==> src/rtl/dbell_pkg.sv <==
package dbell_pkg;
  localparam int DATA_W   = 32;
  localparam int OFS_MASK = 0;
  localparam int OFS_STAT = 4;
  localparam int OFS_POS  = 8;
  localparam int OFS_BELL = 12;

  typedef enum logic [2:0] {
    SEL_NONE = 3'd0,
    SEL_MASK = 3'd1,
    SEL_STAT = 3'd2,
    SEL_POS  = 3'd3,
    SEL_BELL = 3'd4
  } dbell_sel_e;
endpackage

==> src/rtl/dbell_decode.sv <==
module dbell_decode
  import dbell_pkg::*;
#(
  parameter int ADDR_W = 8
) (
  input  logic [ADDR_W-1:0] addr,
  output dbell_sel_e        sel
);
  always_comb begin
    unique case (addr)
      ADDR_W'(OFS_MASK): sel = SEL_MASK;
      ADDR_W'(OFS_STAT): sel = SEL_STAT;
      ADDR_W'(OFS_POS):  sel = SEL_POS;
      ADDR_W'(OFS_BELL): sel = SEL_BELL;
      default:           sel = SEL_NONE;
    endcase
  end
endmodule

==> src/rtl/dbell_csr.sv <==
module dbell_csr
  import dbell_pkg::*;
#(
  parameter int ID_W = 16
) (
  input  logic              clk,
  input  logic              rst,
  input  dbell_sel_e        sel,
  input  logic              wr,
  input  logic              rd,
  input  logic [DATA_W-1:0] wdata,
  input  logic              server_mode,
  input  logic              id_valid,
  input  logic [ID_W-1:0]   id_value,
  input  logic              legacy_hit,
  output logic [DATA_W-1:0] rdata,
  output logic              irq
);
  logic [DATA_W-1:0] mask_q, status_q, stat_nxt, pos_val, rd_mux;
  logic [ID_W-1:0]   id_q;
  logic              id_have;

  always_comb begin
    stat_nxt = status_q;
    if (wr && sel == SEL_STAT)      stat_nxt = wdata;
    else if (rd && sel == SEL_STAT) stat_nxt = '0;
    if (legacy_hit)                 stat_nxt[0] = 1'b1;
  end

  always_comb begin
    if (!server_mode)  pos_val = '0;
    else if (id_have)  pos_val = {{(DATA_W-ID_W){1'b0}}, id_q};
    else               pos_val = '1;
  end

  always_comb begin
    unique case (sel)
      SEL_MASK: rd_mux = mask_q;
      SEL_STAT: rd_mux = status_q;
      SEL_POS:  rd_mux = pos_val;
      default:  rd_mux = '0;
    endcase
  end

  always_ff @(posedge clk) begin
    if (rst) begin
      mask_q   <= '0;
      status_q <= '0;
      id_q     <= '0;
      id_have  <= 1'b0;
      rdata    <= '0;
      irq      <= 1'b0;
    end else begin
      if (wr && sel == SEL_MASK) mask_q <= wdata;
      status_q <= stat_nxt;
      if (id_valid) begin
        id_q    <= id_value;
        id_have <= 1'b1;
      end
      rdata <= rd ? rd_mux : '0;
      irq   <= |(status_q & mask_q);
    end
  end

  AST_MASK_HOLD: assert property (@(posedge clk) disable iff (rst)
    !(wr && sel == SEL_MASK) |=> $stable(mask_q));
  AST_MASK_LOAD: assert property (@(posedge clk) disable iff (rst)
    (wr && sel == SEL_MASK) |=> mask_q == $past(wdata));
  AST_STAT_CLEAR: assert property (@(posedge clk) disable iff (rst)
    (rd && sel == SEL_STAT && !legacy_hit) |=> status_q == '0);
  AST_STAT_RETURN: assert property (@(posedge clk) disable iff (rst)
    (rd && sel == SEL_STAT) |=> rdata == $past(status_q));
  AST_POS_FIXED: assert property (@(posedge clk) disable iff (rst)
    !id_valid |=> ($stable(pos_val) || !$stable(server_mode)));
  AST_LEGACY_BIT: assert property (@(posedge clk) disable iff (rst)
    legacy_hit |=> status_q[0]);
  AST_IRQ_CAUSE: assert property (@(posedge clk) disable iff (rst)
    $rose(irq) |-> $past((status_q & mask_q) != '0));
  AST_IDLE_READ: assert property (@(posedge clk) disable iff (rst)
    !rd |=> rdata == '0);
endmodule

==> src/rtl/dbell_ring.sv <==
module dbell_ring #(
  parameter int ID_W  = 16,
  parameter int VEC_W = 1
) (
  input  logic             clk,
  input  logic             rst,
  input  logic             fire,
  input  logic [ID_W-1:0]  peer_in,
  input  logic [VEC_W-1:0] vec_in,
  output logic             valid,
  output logic [ID_W-1:0]  peer,
  output logic [VEC_W-1:0] vec
);
  always_ff @(posedge clk) begin
    if (rst) begin
      valid <= 1'b0;
      peer  <= '0;
      vec   <= '0;
    end else begin
      valid <= fire;
      if (fire) begin
        peer <= peer_in;
        vec  <= vec_in;
      end
    end
  end

  AST_RING_EVENT: assert property (@(posedge clk) disable iff (rst)
    fire |=> valid && peer == $past(peer_in) && vec == $past(vec_in));
  AST_RING_QUIET: assert property (@(posedge clk) disable iff (rst)
    !fire |=> !valid);
endmodule

==> src/rtl/dbell_vec.sv <==
module dbell_vec #(
  parameter int NVEC  = 2,
  parameter int VEC_W = 1
) (
  input  logic             clk,
  input  logic             rst,
  input  logic             hit,
  input  logic [VEC_W-1:0] vec,
  input  logic [NVEC-1:0]  ack,
  output logic [NVEC-1:0]  pending
);
  for (genvar i = 0; i < NVEC; i++) begin : g_flag
    logic set_i;
    assign set_i = hit && (int'(vec) == i);
    always_ff @(posedge clk) begin
      if (rst)        pending[i] <= 1'b0;
      else if (set_i) pending[i] <= 1'b1;
      else if (ack[i]) pending[i] <= 1'b0;
    end
  end

  AST_PEND_SET: assert property (@(posedge clk) disable iff (rst)
    (hit && int'(vec) < NVEC) |=> $countones(pending & ~$past(pending)) <= 1);
  AST_PEND_QUIET: assert property (@(posedge clk) disable iff (rst)
    (!hit && ack == '0) |=> $stable(pending));
  AST_PEND_NOSET: assert property (@(posedge clk) disable iff (rst)
    !hit |=> (pending & ~$past(pending)) == '0);
endmodule

==> src/rtl/dbell_regs.sv <==
module dbell_regs
  import dbell_pkg::*;
#(
  parameter int ADDR_W = 8,
  parameter int ID_W   = 16,
  parameter int NVEC   = 2,
  localparam int VEC_W = (NVEC > 1) ? $clog2(NVEC) : 1
) (
  input  logic              clk,
  input  logic              rst,
  input  logic [ADDR_W-1:0] bus_addr,
  input  logic              bus_wr,
  input  logic              bus_rd,
  input  logic [DATA_W-1:0] bus_wdata,
  output logic [DATA_W-1:0] bus_rdata,
  input  logic              server_mode,
  input  logic              id_valid,
  input  logic [ID_W-1:0]   id_value,
  input  logic              vec_mode,
  input  logic              notify_valid,
  input  logic [VEC_W-1:0]  notify_vec,
  input  logic [NVEC-1:0]   pend_ack,
  output logic [NVEC-1:0]   pending,
  output logic              ring_valid,
  output logic [ID_W-1:0]   ring_peer,
  output logic [VEC_W-1:0]  ring_vec,
  output logic              irq
);
  dbell_sel_e sel;
  logic       legacy_hit, vector_hit, bell_fire;

  assign legacy_hit = notify_valid && !vec_mode;
  assign vector_hit = notify_valid && vec_mode;
  assign bell_fire  = bus_wr && (sel == SEL_BELL);

  dbell_decode #(.ADDR_W(ADDR_W)) u_decode (
    .addr (bus_addr),
    .sel  (sel)
  );

  dbell_csr #(.ID_W(ID_W)) u_csr (
    .clk         (clk),
    .rst         (rst),
    .sel         (sel),
    .wr          (bus_wr),
    .rd          (bus_rd),
    .wdata       (bus_wdata),
    .server_mode (server_mode),
    .id_valid    (id_valid),
    .id_value    (id_value),
    .legacy_hit  (legacy_hit),
    .rdata       (bus_rdata),
    .irq         (irq)
  );

  dbell_ring #(.ID_W(ID_W), .VEC_W(VEC_W)) u_ring (
    .clk     (clk),
    .rst     (rst),
    .fire    (bell_fire),
    .peer_in (bus_wdata[DATA_W-1 -: ID_W]),
    .vec_in  (bus_wdata[VEC_W-1:0]),
    .valid   (ring_valid),
    .peer    (ring_peer),
    .vec     (ring_vec)
  );

  dbell_vec #(.NVEC(NVEC), .VEC_W(VEC_W)) u_vec (
    .clk     (clk),
    .rst     (rst),
    .hit     (vector_hit),
    .vec     (notify_vec),
    .ack     (pend_ack),
    .pending (pending)
  );

  AST_RW_EXCL: assert property (@(posedge clk) disable iff (rst)
    !(bus_rd && bus_wr));
  AST_PEND_LEGACY: assert property (@(posedge clk) disable iff (rst)
    (legacy_hit && pend_ack == '0) |=> $stable(pending));
endmodule

==> config.mk <==
export PLATFORM = sky130hd
export DESIGN_NAME = dbell_regs
export DESIGN_NICKNAME = d
export VERILOG_FILES = /design/src/rtl/dbell_pkg.sv /design/src/rtl/dbell_decode.sv /design/src/rtl/dbell_csr.sv /design/src/rtl/dbell_ring.sv /design/src/rtl/dbell_vec.sv /design/src/rtl/dbell_regs.sv
export SDC_FILE = /design/constraint.sdc
export NUM_CORES = 1
export LEC_CHECK = 0
export BUFFER_PORTS_ARGS = -buffer_cell sky130_fd_sc_hd__buf_2
export CORE_MARGIN = 2
export CORE_UTILIZATION = 40
export CTS_BUF_LIST = sky130_fd_sc_hd__clkbuf_4
export DETAILED_ROUTE_END_ITERATION = 8
export GPL_TIMING_DRIVEN = 0
export HOLD_SLACK_MARGIN = 0.1
export PLACE_DENSITY = 0.66
export SKIP_CTS_REPAIR_TIMING = 1
export SLEW_MARGIN = 40
export SYNTH_ARGS = -nofsm -noshare
export SYNTH_HDL_FRONTEND = slang
export SYNTH_SLANG_ARGS = --single-unit
export TNS_END_PERCENT = 50
==> constraint.sdc <==
create_clock -name clk -period 3.6 [get_ports clk]
set_input_delay 0.18 -clock clk [delete_from_list [all_inputs] [get_ports clk]]
set_output_delay 0.18 -clock clk [all_outputs]
set_load 0.02 [all_outputs]
### Word-level counts from Yosys, hierarchy flattened

Cells that the tools add are included.
W data, S select, Z words.

| storage, ports and cells | value |
|---|---|
| input port bits | 67 |
| register bits after elaboration | 134 |

| cells by class | value |
|---|---|
| reductions and logical operators | 16 |
| equal/unequal tests | 7 |
| bitwise gates (word level) | 3 |
| multiplexer cells | 11 |

Operator list:

| operator | count |
|---|---|
| $mux W32 | 4 |
| $pmux W32 S3 | 1 |
| $and A32 B32 Y32 | 1 |
| $reduce_or A32 Y1 | 1 |
| $eq A8 B4 Y1 const B | 2 |
| $pmux W3 S4 | 1 |
| $eq A8 B3 Y1 const B | 1 |
| $logic_and A1 B1 Y1 | 8 |
| $logic_not A8 Y1 | 1 |
| $eq A3 B2 Y1 const B | 2 |
| $reduce_bool A2 Y1 | 3 |
| $mux W1 | 5 |
| $eq A3 B1 Y1 const B | 1 |
| $eq A3 B3 Y1 const B | 1 |
| $reduce_bool A3 Y1 | 1 |
| $not A1 Y1 | 2 |
| $reduce_or A2 Y1 | 1 |
| $logic_not A1 Y1 | 1 |

### Depth between registers and ports, before layout

Gate-level depths: netlist of run 1.

| logic depth | value |
|---|---|
| word-level depth | 7 |
| mapped depth | 6 |
| gate-level depth less buffers | 3 |

### Modules after synthesis

A second synthesis of run 1 with hierarchy kept.

| unflattened totals | value |
|---|---|
| cells, all modules | 570 |
| area total of the unflattened synthesis | 5121.2 µm² |

Modules (own cells, without submodules):

| module | cells each | instances | area an instance (µm²) |
|---|---|---|---|
| dbell_csr | 496 | 1 | 4335.4 |
| dbell_ring | 57 | 1 | 641.9 |
| dbell_vec | 8 | 1 | 76.3 |
| dbell_decode | 6 | 1 | 42.5 |
| dbell_regs | 3 | 1 | 25.0 |

### Worst setup path after synthesis of run 1

No wires, ideal clock.

| path | value |
|---|---|
| kind | input -> register |
| start point | input bus_addr[5] |
| end point | register u_csr.mask_q[16] |
| required time | 3.528 ns |
| path buffers | 2 |
| setup slack | 2.308 ns |
| stages | 5 |
| data arrival time | 1.221 ns |
| cells stage by stage | nor4_4 > and4_1 > buf_4 > buf_6 > mux2i_1 |

| between the ends | value |
|---|---|
| word-level cells in the longest chain between the ends | 4 |

Ends and longest elaborated chain:

| element | RTL line | RTL |
|---|---|---|
| start: declaration | dbell_regs.sv:11 | `input logic [ADDR_W-1:0] bus_addr,` |
| $eq A8 B4 Y1 (tied with other cells) | dbell_decode.sv:10 | `unique case (addr)` |
| $pmux W3 S4 * | dbell_decode.sv:10 |  |
| $eq A3 B1 Y1 * | dbell_csr.sv:54 | `if (wr && sel == SEL_MASK) mask_q <= wdata;` |
| $logic_and A1 B1 Y1 * | dbell_csr.sv:54 |  |
| end signal: assignment | dbell_csr.sv:54 |  |
| end: declaration | dbell_csr.sv:19 | `logic [DATA_W-1:0] mask_q, status_q, stat_nxt, pos_val, rd_mux;` |

Mark *: on every way between the ends. The rest lies on a longest branch, timed or not.
A chain may end at the register's enable or synchronous reset.

### Worst setup path in the final report of run 1

| path | value |
|---|---|
| start point | input bus_addr[2] |
| end point | register u_csr.rdata[17] |

| between the ends | value |
|---|---|
| word-level cells in the longest chain between the ends | 4 |

Ends and longest elaborated chain:

| element | RTL line | RTL |
|---|---|---|
| $eq A8 B4 Y1 (tied with other cells) | dbell_decode.sv:10 |  |
| $pmux W3 S4 * | dbell_decode.sv:10 |  |
| $eq A3 B2 Y1 or $eq A3 B1 Y1 (tied branches) | dbell_csr.sv:37 | `unique case (sel)` |
| $pmux W32 S3 * | dbell_csr.sv:37 |  |
| end signal: assignment | dbell_csr.sv:60 | `rdata <= rd ? rd_mux : '0;` |
| end: declaration | dbell_csr.sv:16 | `output logic [DATA_W-1:0] rdata,` |

Marked as above.

==> run summary, run 1 <==
yosys warns: 0
CP Capture Type: flop
ANT nets after route: 0
Final Setup Violations: 0
vias: 4,921
clock latency on the worst-skew pair: 560 ps
Clock power frac: 0.403
hpwl dp: 11,060 um
slowest cell on the critical path: dlygate4sd3_1
Die Ht: 120.4 um
post-synth cell types: 33
Worst Tran Pin Value: 594.9 ps
root buffer cell: clkbuf_4
Layout area overhead: 33.15%
WHS: 149.5 ps
Int Pwr: 2.233 mW
Worst Path Max Fanout: 6
initial antenna violation count: 1
row count: 42
RD Place Congestion: 0.8403
pre-CTS setup slack: 1941 ps
Psw: 0.7079 mW
Iter 0 DRT Violations: 312
Hold/Removal Path Class: input port to flop
Max-slew headroom: 0.6034
Hold Vio Cnt, Final: 0
Total GRT Usage: 0.2102
Critical Path AT: 2460 ps
power after layout: 2.941 mW
Pleak: 3.093 nW
Comb power frac: 0.085
sequential fraction of design power: 0.512
Mapped Area: 0.005416 mm^2
Reg clk slew, reported paths: 120 ps
Final Max Tran Viols: 0
Final #Nets: 806
full die area: 0.01449 mm^2
Crit path buffers/inverters: 3
Critical Path RT: 4060 ps
Final Critical Period: 2001 ps
RSZ-0062 raised after global routing: no
First-pass DRT Iterations: 5
Yosys top cell area share: 0.4953
syn_nets: 605
gr ovfl total: 0
VDD IR-drop max: 0.1972 mV
CTS tree: built
final core occ: 0.5446
Syn Inst Count: 538
clock buffer depth: 2
delay-heaviest family, CP: buffers and inverters
Pwr Density: 407.8 mW/mm^2
vias in the first global route: 4,460
EDFF count, synth: 0
die width: 120.4 um
status: finished, final reports clean
layout cell share with drive strength beyond 1: 0.2487
CP cell instances: dlygate4sd3_1 > buf_2 > nor4_4 > dlygate4sd3_1 > nand3_1 > a31oi_1
Initial Utilization: 0.4090
total CTS buffers: 17
post-synthesis sequential area ratio: 0.4953
H-tree depth: 4
Register Area: 0.002683 mm^2
Sw Share: 0.2407
Mean Syn Cell Area: 10.07 um^2
biggest area consumer among synthesized cells: dfxtp_1
asr flop ratio synth: 0
DRT Wirelength: 15,720 um
FMAX: 499.8 MHz
CP Launch Type: input port
pin count of the biggest net entering global routing: 17
flop2flop setup slack: 2120 ps
first-pass GRT wire length: 23,420 um
CP Class: input port to flop
Filler cells: 1,214
period utilization: 0.5558
clk_skew: 14.22 ps
Core ar.: 0.01324 mm^2
ranking of synthesized cells by area: dfxtp_1 (50%), mux2i_1 (15%), nand2_1 (5.6%), a22o_1 (5.0%), o22a_1 (2.6%)
via-per-instance ratio: 5.297
clock sink count: 134
setup_tns: 0 ps
Seq cells post-synth: 134
Port Buffers: 117
max cap viols: 0
Main synth FF type: dfxtp_1
Residual DRC: 0
multi-input logic area: 0.002461 mm^2
CP most frequent cell: dlygate4sd3_1
critical path's largest stage delay: 830 ps
WL per Instance: 16.92 um
io pins: 120
final worst slack: 1599 ps
[state kept, by name (all words and copies together) (netlist names)]
name,count
u_ring.valid,1
u_csr.status_q,32
u_csr.rdata,32
u_vec.pending,2
u_ring.peer,16
u_csr.id_have,1
u_csr.irq,1
u_csr.mask_q,32
u_ring.vec,1
u_csr.id_q,16
[synthesized netlist by cell type (3+ instances only)]
library cell	instances
dfxtp_1	134
mux2i_1	81
nand2_1	81
nor2_1	36
a22o_1	31
nand4_1	22
nor2b_1	19
buf_2	17
nand3_1	17
a22oi_1	16
a31oi_1	16
o22a_1	16
clkbuf_1	8
buf_4	7
buf_6	7
buf_1	6
and4_1	3
[cell families after synthesis]
kind of cell | Yosys count | synth area share
DFF | 134 | 0.4953
buffers and inverters | 46 | 0.05036
muxes | 81 | 0.1497
AOI/OAI and AO/OA | 84 | 0.1254
and+or+nand+nor | 193 | 0.1793
[metal layers]
| metal | global-route usage | part of all wire |
|---|---|---|
| met1 | 0.2697 | 0.43 |
| met2 | 0.3376 | 0.48 |
| met5 | 0 | 0 |
| met3 | 0.05472 | 0.071 |
| met4 | 0.08285 | 0.023 |
[tightest hold or removal path, stage by stage]
cell     delay (ps)
buf_2           100
nor4_4           50
buf_6           140
nand3_2         140
nor2_1           60
[layout by cell type (no fill, tap or decap), drive strengths merged, types with 2 or more instances in the layout]
master         n
dfxtp        134
nand3b         2
clkinvlp       2
a22o          31
buf          154
a31oi         16
and4           3
clkinv         7
nor4           2
nand4         22
nand2b         2
nor2          37
nor2b         19
bufinv         5
nand3         19
a22oi         16
dlygate4sd3   65
inv            2
o22a          16
mux2i         81
nand2         81
clkbuf        25
a21oi          2
[final timing paths]
| path | start | end | cells past startpoint |
|---|---|---|---|
| worst max-delay path | bus_addr[2] | u_csr.rdata[17] | 6 |
| worst min-delay path | bus_addr[6] | u_csr.rdata[0] | 5 |
| worst max register to register | u_csr.id_have | u_csr.rdata[20] | 4 |
| worst min register to register | u_ring.vec | u_ring.vec | 2 |
[stage by stage]
stage / cells / area [um^2]
4_1_cts: 863 / 6559
3_5_place_dp: 831 / 6222
3_3_place_gp: 831 / 6222
6_report: 929 / 7212
2_1_floorplan: 538 / 5416
5_1_grt: 929 / 7212
[area by class of cell]
cell class | count | share of cell area
repair buffers | 182 | 0.1714
flip-flops and latches | 134 | 0.3720
plain buffers | 45 | 0.03730
clock inverters | 15 | 0.02897
inverters | 1 | 0.0005205
well taps | 176 | 0.03053
diodes | 1 | 0.0003470
multi-input cells | 358 | 0.3413
clock buffers | 17 | 0.01770
[power by group through the flow]
stage | logic [mW] | registers, mW | clock network (mW)
6_report | 0.250 | 1.51 | 1.18
5_1_grt | 0.272 | 1.51 | 1.27
4_1_cts | 0.189 | 1.51 | 1.19
3_5_place_dp | 0.188 | 1.54 | 0
3_3_place_gp | 0.185 | 1.54 | 0
2_1_floorplan | 0.106 | 1.54 | 0
No activity file was read; power rests on OpenSTA's default activity.
==> run 2, diff against run 1 <==
--- a/config.mk
+++ b/config.mk
@@ -12,7 +12,7 @@
 export DETAILED_ROUTE_END_ITERATION = 8
 export GPL_TIMING_DRIVEN = 0
 export HOLD_SLACK_MARGIN = 0.1
-export PLACE_DENSITY = 0.66
+export PLACE_DENSITY = 0.68
 export SKIP_CTS_REPAIR_TIMING = 1
 export SLEW_MARGIN = 40
 export SYNTH_ARGS = -nofsm -noshare
==> constraint.sdc (replaced) <==
create_clock -name clk -period 1.8 [get_ports clk]
set_input_delay 0.09 -clock clk [delete_from_list [all_inputs] [get_ports clk]]
set_output_delay 0.09 -clock clk [all_outputs]
set_load 0.02 [all_outputs]
==> run 2 against run 1 <==
Compared with the run above: design area increased by 1.3%; clock skew rose by 12 ps; worst setup slack got worse by 1500 ps; non-clock buffer count is 7 higher; critical path depth grew 1; flip-flop and latch count unchanged; critical path type unchanged; highest routed layer unchanged.
==> run summary, run 2 (synthesis results as in run 1) <==
status: finished, final reports clean
ANT nets after route: 0
Layout area overhead: 34.88%
Hold Vio Cnt, Final: 0
CP Launch Type: input port
root buffer cell: clkbuf_4
total CTS buffers: 17
Residual DRC: 0
Critical Path RT: 2210 ps
Crit path buffers/inverters: 4
CP Class: input port to flop
largest registers: u_csr.mask_q x32, u_csr.rdata x32, u_csr.status_q x32
CP most frequent cell: buf_2
io pins: 120
WL per Instance: 16.73 um
max cap viols: 0
H-tree depth: 4
Die Ht: 120.4 um
VDD IR-drop max: 0.4194 mV
Final Setup Violations: 0
Reg clk slew, reported paths: 120 ps
FF-to-FF Start: u_csr.id_have
Final Max Tran Viols: 0
row count: 42
delay-heaviest family, CP: buffers and inverters
FMAX: 573.2 MHz
via-per-instance ratio: 5.328
DRT Wirelength: 15,660 um
CP cell instances: dlygate4sd3_1 > buf_2 > nor4_4 > buf_6 > nand3_2 > buf_2 > a31oi_1
first-pass GRT wire length: 23,280 um
final core occ: 0.5517
hpwl dp: 11,150 um
die width: 120.4 um
Iter 0 DRT Violations: 449
placed cells: 831
Max-slew headroom: 0.6072
Worst Path Max Fanout: 10
Initial Utilization: 0.4090
sequential fraction of design power: 0.503
commonest non-fill, non-tap cells in the layout: buf_2 (134), dfxtp_1 (134), nand2_1 (81), mux2i_1 (81), dlygate4sd3_1 (72)
Comb power frac: 0.085
power after layout: 5.987 mW
Pleak: 3.130 nW
Core ar.: 0.01324 mm^2
Critical Path AT: 2160 ps
Int Pwr: 4.618 mW
Clock power frac: 0.412
Port Buffers: 117
clk_skew: 25.91 ps
RSZ-0062 raised after global routing: no
initial antenna violation count: 1
RD Place Congestion: 0.8873
Final #Nets: 813
pre-CTS setup slack: 165.5 ps
clock latency on the worst-skew pair: 530 ps
final worst slack: 55.38 ps
critical path's largest stage delay: 550 ps
vias in the first global route: 4,604
Psw: 1.369 mW
Worst Tran Pin Value: 589.1 ps
pin count of the biggest net entering global routing: 17
Total GRT Usage: 0.2075
crit path from: bus_addr[5]
period utilization: 0.9692
CP Capture Type: flop
fin area: 0.007306 mm^2
CTS tree: built
layout cell share with drive strength beyond 1: 0.2451
HP Start: rst
slowest cell on the critical path: dlygate4sd3_1
Final Critical Period: 1745 ps
WHS: 190.5 ps
Pwr Density: 819.6 mW/mm^2
full die area: 0.01449 mm^2
Sw Share: 0.2287
fin cells: 936
vias: 4,987
First-pass DRT Iterations: 6
DP Area: 0.006222 mm^2
gr ovfl total: 0
setup_tns: 0 ps
Hold/Removal Path Class: input port to flop
clock sink count: 134
clock buffer depth: 2
-- run 2: changes by cell type in the layout (fill, tap and decap cells not counted), sizes merged --
cell and change:
dlygate4sd3 +7, bufinv +1, clkinv -1
-- run 2: area by class of cell --
type                       count  area [um^2]
sequential                   134         2683
clock buffer                  17        127.6
timing repair buffer         189         1306
multi-input combinational    358         2461
inverter                       1        3.754
clock inverter                15        232.7
buffer                        45        269.0
tap                          176        220.2
fill                        1187         5937
antenna                        1        2.502
-- run 2: per-layer routing --
metal / up-vias / track usage / wire, um
met3: 28 / 0.05236 / 1002
met2: 205 / 0.3415 / 7652
li1: 2353 / - / -
met1: 2401 / 0.2627 / 6692
met4: 0 / 0.07631 / 312
met5: - / 0 / 0
-- run 2: worst reg2reg max path, cell delays in order (launching register included) --
cell and delay (ps):
dfxtp_1 380, and4bb_2 330, nand3_2 200, buf_2 270, a31oi_1 270
-- run 2: power groups by stage --
stage / Clock, mW / Sequential [mW] / Combinational [mW]
after floorplan: 0 / 3.08 / 0.213
after global placement: 0 / 3.08 / 0.369
after detailed placement: 0 / 3.08 / 0.376
after CTS: 2.49 / 3.01 / 0.378
after global routing: 2.62 / 3.02 / 0.553
final: 2.47 / 3.01 / 0.510
-- run 2: worst paths after layout --
path                          end  slack [ps]  cells past startpoint
hold / removal      u_csr.id_q[6]         190                      3
setup reg to reg  u_csr.rdata[20]         260                      4
hold reg to reg   u_ring.peer[13]         470                      2
setup / recovery  u_csr.rdata[20]          60                      7
==> run 3, diff against run 2 <==
--- a/config.mk
+++ b/config.mk
@@ -6,7 +6,7 @@
 export NUM_CORES = 1
 export LEC_CHECK = 0
 export BUFFER_PORTS_ARGS = -buffer_cell sky130_fd_sc_hd__buf_2
-export CORE_MARGIN = 2
+export CORE_MARGIN = 8
 export CORE_UTILIZATION = 40
 export CTS_BUF_LIST = sky130_fd_sc_hd__clkbuf_4
 export DETAILED_ROUTE_END_ITERATION = 8
==> run 3 against run 2 <==
Compared with the run above: design area down 1.2%; maximum frequency fell by 3.1%; sequential share of layout area is 0.45 points higher; routed wire length rose by 4.7%; via count shrank 1.1%; cell count is 0.21% lower; power is 6.3% lower; die area increased by 21%; register-to-register slack improved by 60 ps; global-route usage decreased by 3.0 points; worst setup slack got worse by 55 ps; hold slack lost 76 ps; largest power group unchanged.
==> run summary, run 3 (synthesis results as in run 1) <==
critical path's largest stage delay: 680 ps
Final Max Tran Viols: 0
die width: 132.4 um
Total GRT Usage: 0.1780
Port Buffers: 117
grt met3 use: 0.05678
clock sink count: 134
slowest cell on the critical path: dlygate4sd3_1
layout cell share with drive strength beyond 1: 0.2487
CTS tree: built
CP Class: input port to flop
H-tree depth: 4
path depth of the worst reg2reg path: 4
fin area: 0.007217 mm^2
via-per-instance ratio: 5.278
Comb power frac: 0.091
WHS: 114.7 ps
busiest grt layer: met2
CP Capture Type: flop
clock latency on the worst-skew pair: 540 ps
pin count of the biggest net entering global routing: 17
Critical Path RT: 2290 ps
hpwl dp: 11,880 um
Iter 0 DRT Violations: 410
VDD IR-drop max: 0.3214 mV
Initial Utilization: 0.4090
Reg clk slew, reported paths: 110 ps
Worst Tran Pin Value: 631.4 ps
CP Launch Type: input port
status: finished, final reports clean
Critical Path AT: 2290 ps
First-pass DRT Iterations: 5
max cap viols: 0
DRT Wirelength: 16,400 um
Clock power frac: 0.373
ANT nets after route: 0
root buffer cell: clkbuf_4
Max-slew headroom: 0.5791
RD Place Congestion: 0.8586
Die Ht: 132.4 um
initial antenna violation count: 2
Hold Vio Cnt, Final: 0
Psw: 1.378 mW
row count: 42
vias: 4,930
period utilization: 0.9999
setup_tns: 0 ps
Pwr Density: 777.7 mW/mm^2
WL per Instance: 17.56 um
Sw Share: 0.2456
clk_skew: 14.92 ps
Residual DRC: 0
largest registers: u_csr.mask_q x32, u_csr.rdata x32, u_csr.status_q x32
Core ar.: 0.01324 mm^2
Final Critical Period: 1800 ps
placed cells: 831
io pins: 120
total CTS buffers: 17
fin cells: 934
sequential fraction of design power: 0.537
Worst Path Max Fanout: 10
commonest non-fill, non-tap cells in the layout: buf_2 (134), dfxtp_1 (134), nand2_1 (81), mux2i_1 (81), dlygate4sd3_1 (69)
FMAX: 555.6 MHz
Layout area overhead: 33.24%
Hold Path Stages: 5
met1 Use GR: 0.2063
vias in the first global route: 4,886
clock buffer depth: 2
met2 global-route usage: 0.2925
CP cell instances: buf_2 > nor4_4 > dlygate4sd3_1 > buf_6 > and4_1 > a221o_1 > dlygate4sd3_1
full die area: 0.01752 mm^2
DP Area: 0.006222 mm^2
Hold/Removal Path Class: input port to flop
gr ovfl total: 0
Final #Nets: 810
CP most frequent cell: dlygate4sd3_1
Int Pwr: 4.234 mW
first-pass GRT wire length: 24,930 um
Final Setup Violations: 0
Pleak: 3.093 nW
flop2flop setup slack: 320 ps
## run 3: changes by cell type in the layout (fill, tap and decap cells not counted), sizes merged
cell         previous run  this run
clkbuf                 25        27
dlygate4sd3            72        69
diode                   1         2
bufinv                  6         3
clkinvlp                2         3
## run 3: area by class of cell
cell class	instances	area, um^2
sequential	134	2683
timing repair buffer	186	1276
clock buffer	19	142.6
fill	1206	6026
multi-input combinational	358	2461
tap	176	220.2
inverter	1	3.754
antenna	2	5.005
buffer	45	269.0
clock inverter	13	156.4
## run 3: power groups by stage
stage	combinational, mW	clock (mW)	sequential [mW]
after floorplan	0.213	0	3.08
after global placement	0.368	0	3.08
after detailed placement	0.379	0	3.08
after CTS	0.381	2.12	3.01
after global routing	0.552	2.27	3.02
final	0.510	2.09	3.01
## run 3: worst paths after layout
check / startpoint / to
setup / recovery: bus_addr[5] / u_csr.status_q[0]
hold reg to reg: u_ring.peer[13] / u_ring.peer[13]
hold / removal: bus_addr[0] / u_ring.vec
setup reg to reg: u_csr.id_have / u_csr.rdata[21]
## run 3: per-stage QoR
| stage | util | setup WS, ps | total power, mW |
|---|---|---|---|
| final | 0.5450 | 0.1970 | 5.613 |
| after global routing | 0.5450 | -59.50 | 5.840 |
| after CTS | 0.4924 | 295.9 | 5.509 |
| after detailed placement | 0.4699 | 185.9 | 3.457 |
| after global placement | 0.4699 | 248.4 | 3.445 |
| after floorplan | - | 597.6 | 3.288 |
## run 3: routing by layer
metal,up-vias,wire length (um)
li1,2348,-
met1,2338,6926
met2,206,7949
met3,38,1119
met4,0,402
met5,-,0
## run 3: worst max-delay path, delay by kind of cell
kind / cells / cell delay (ps)
buf+inv: 4 / 1510
compound gates: 1 / 140
simple gates: 2 / 540
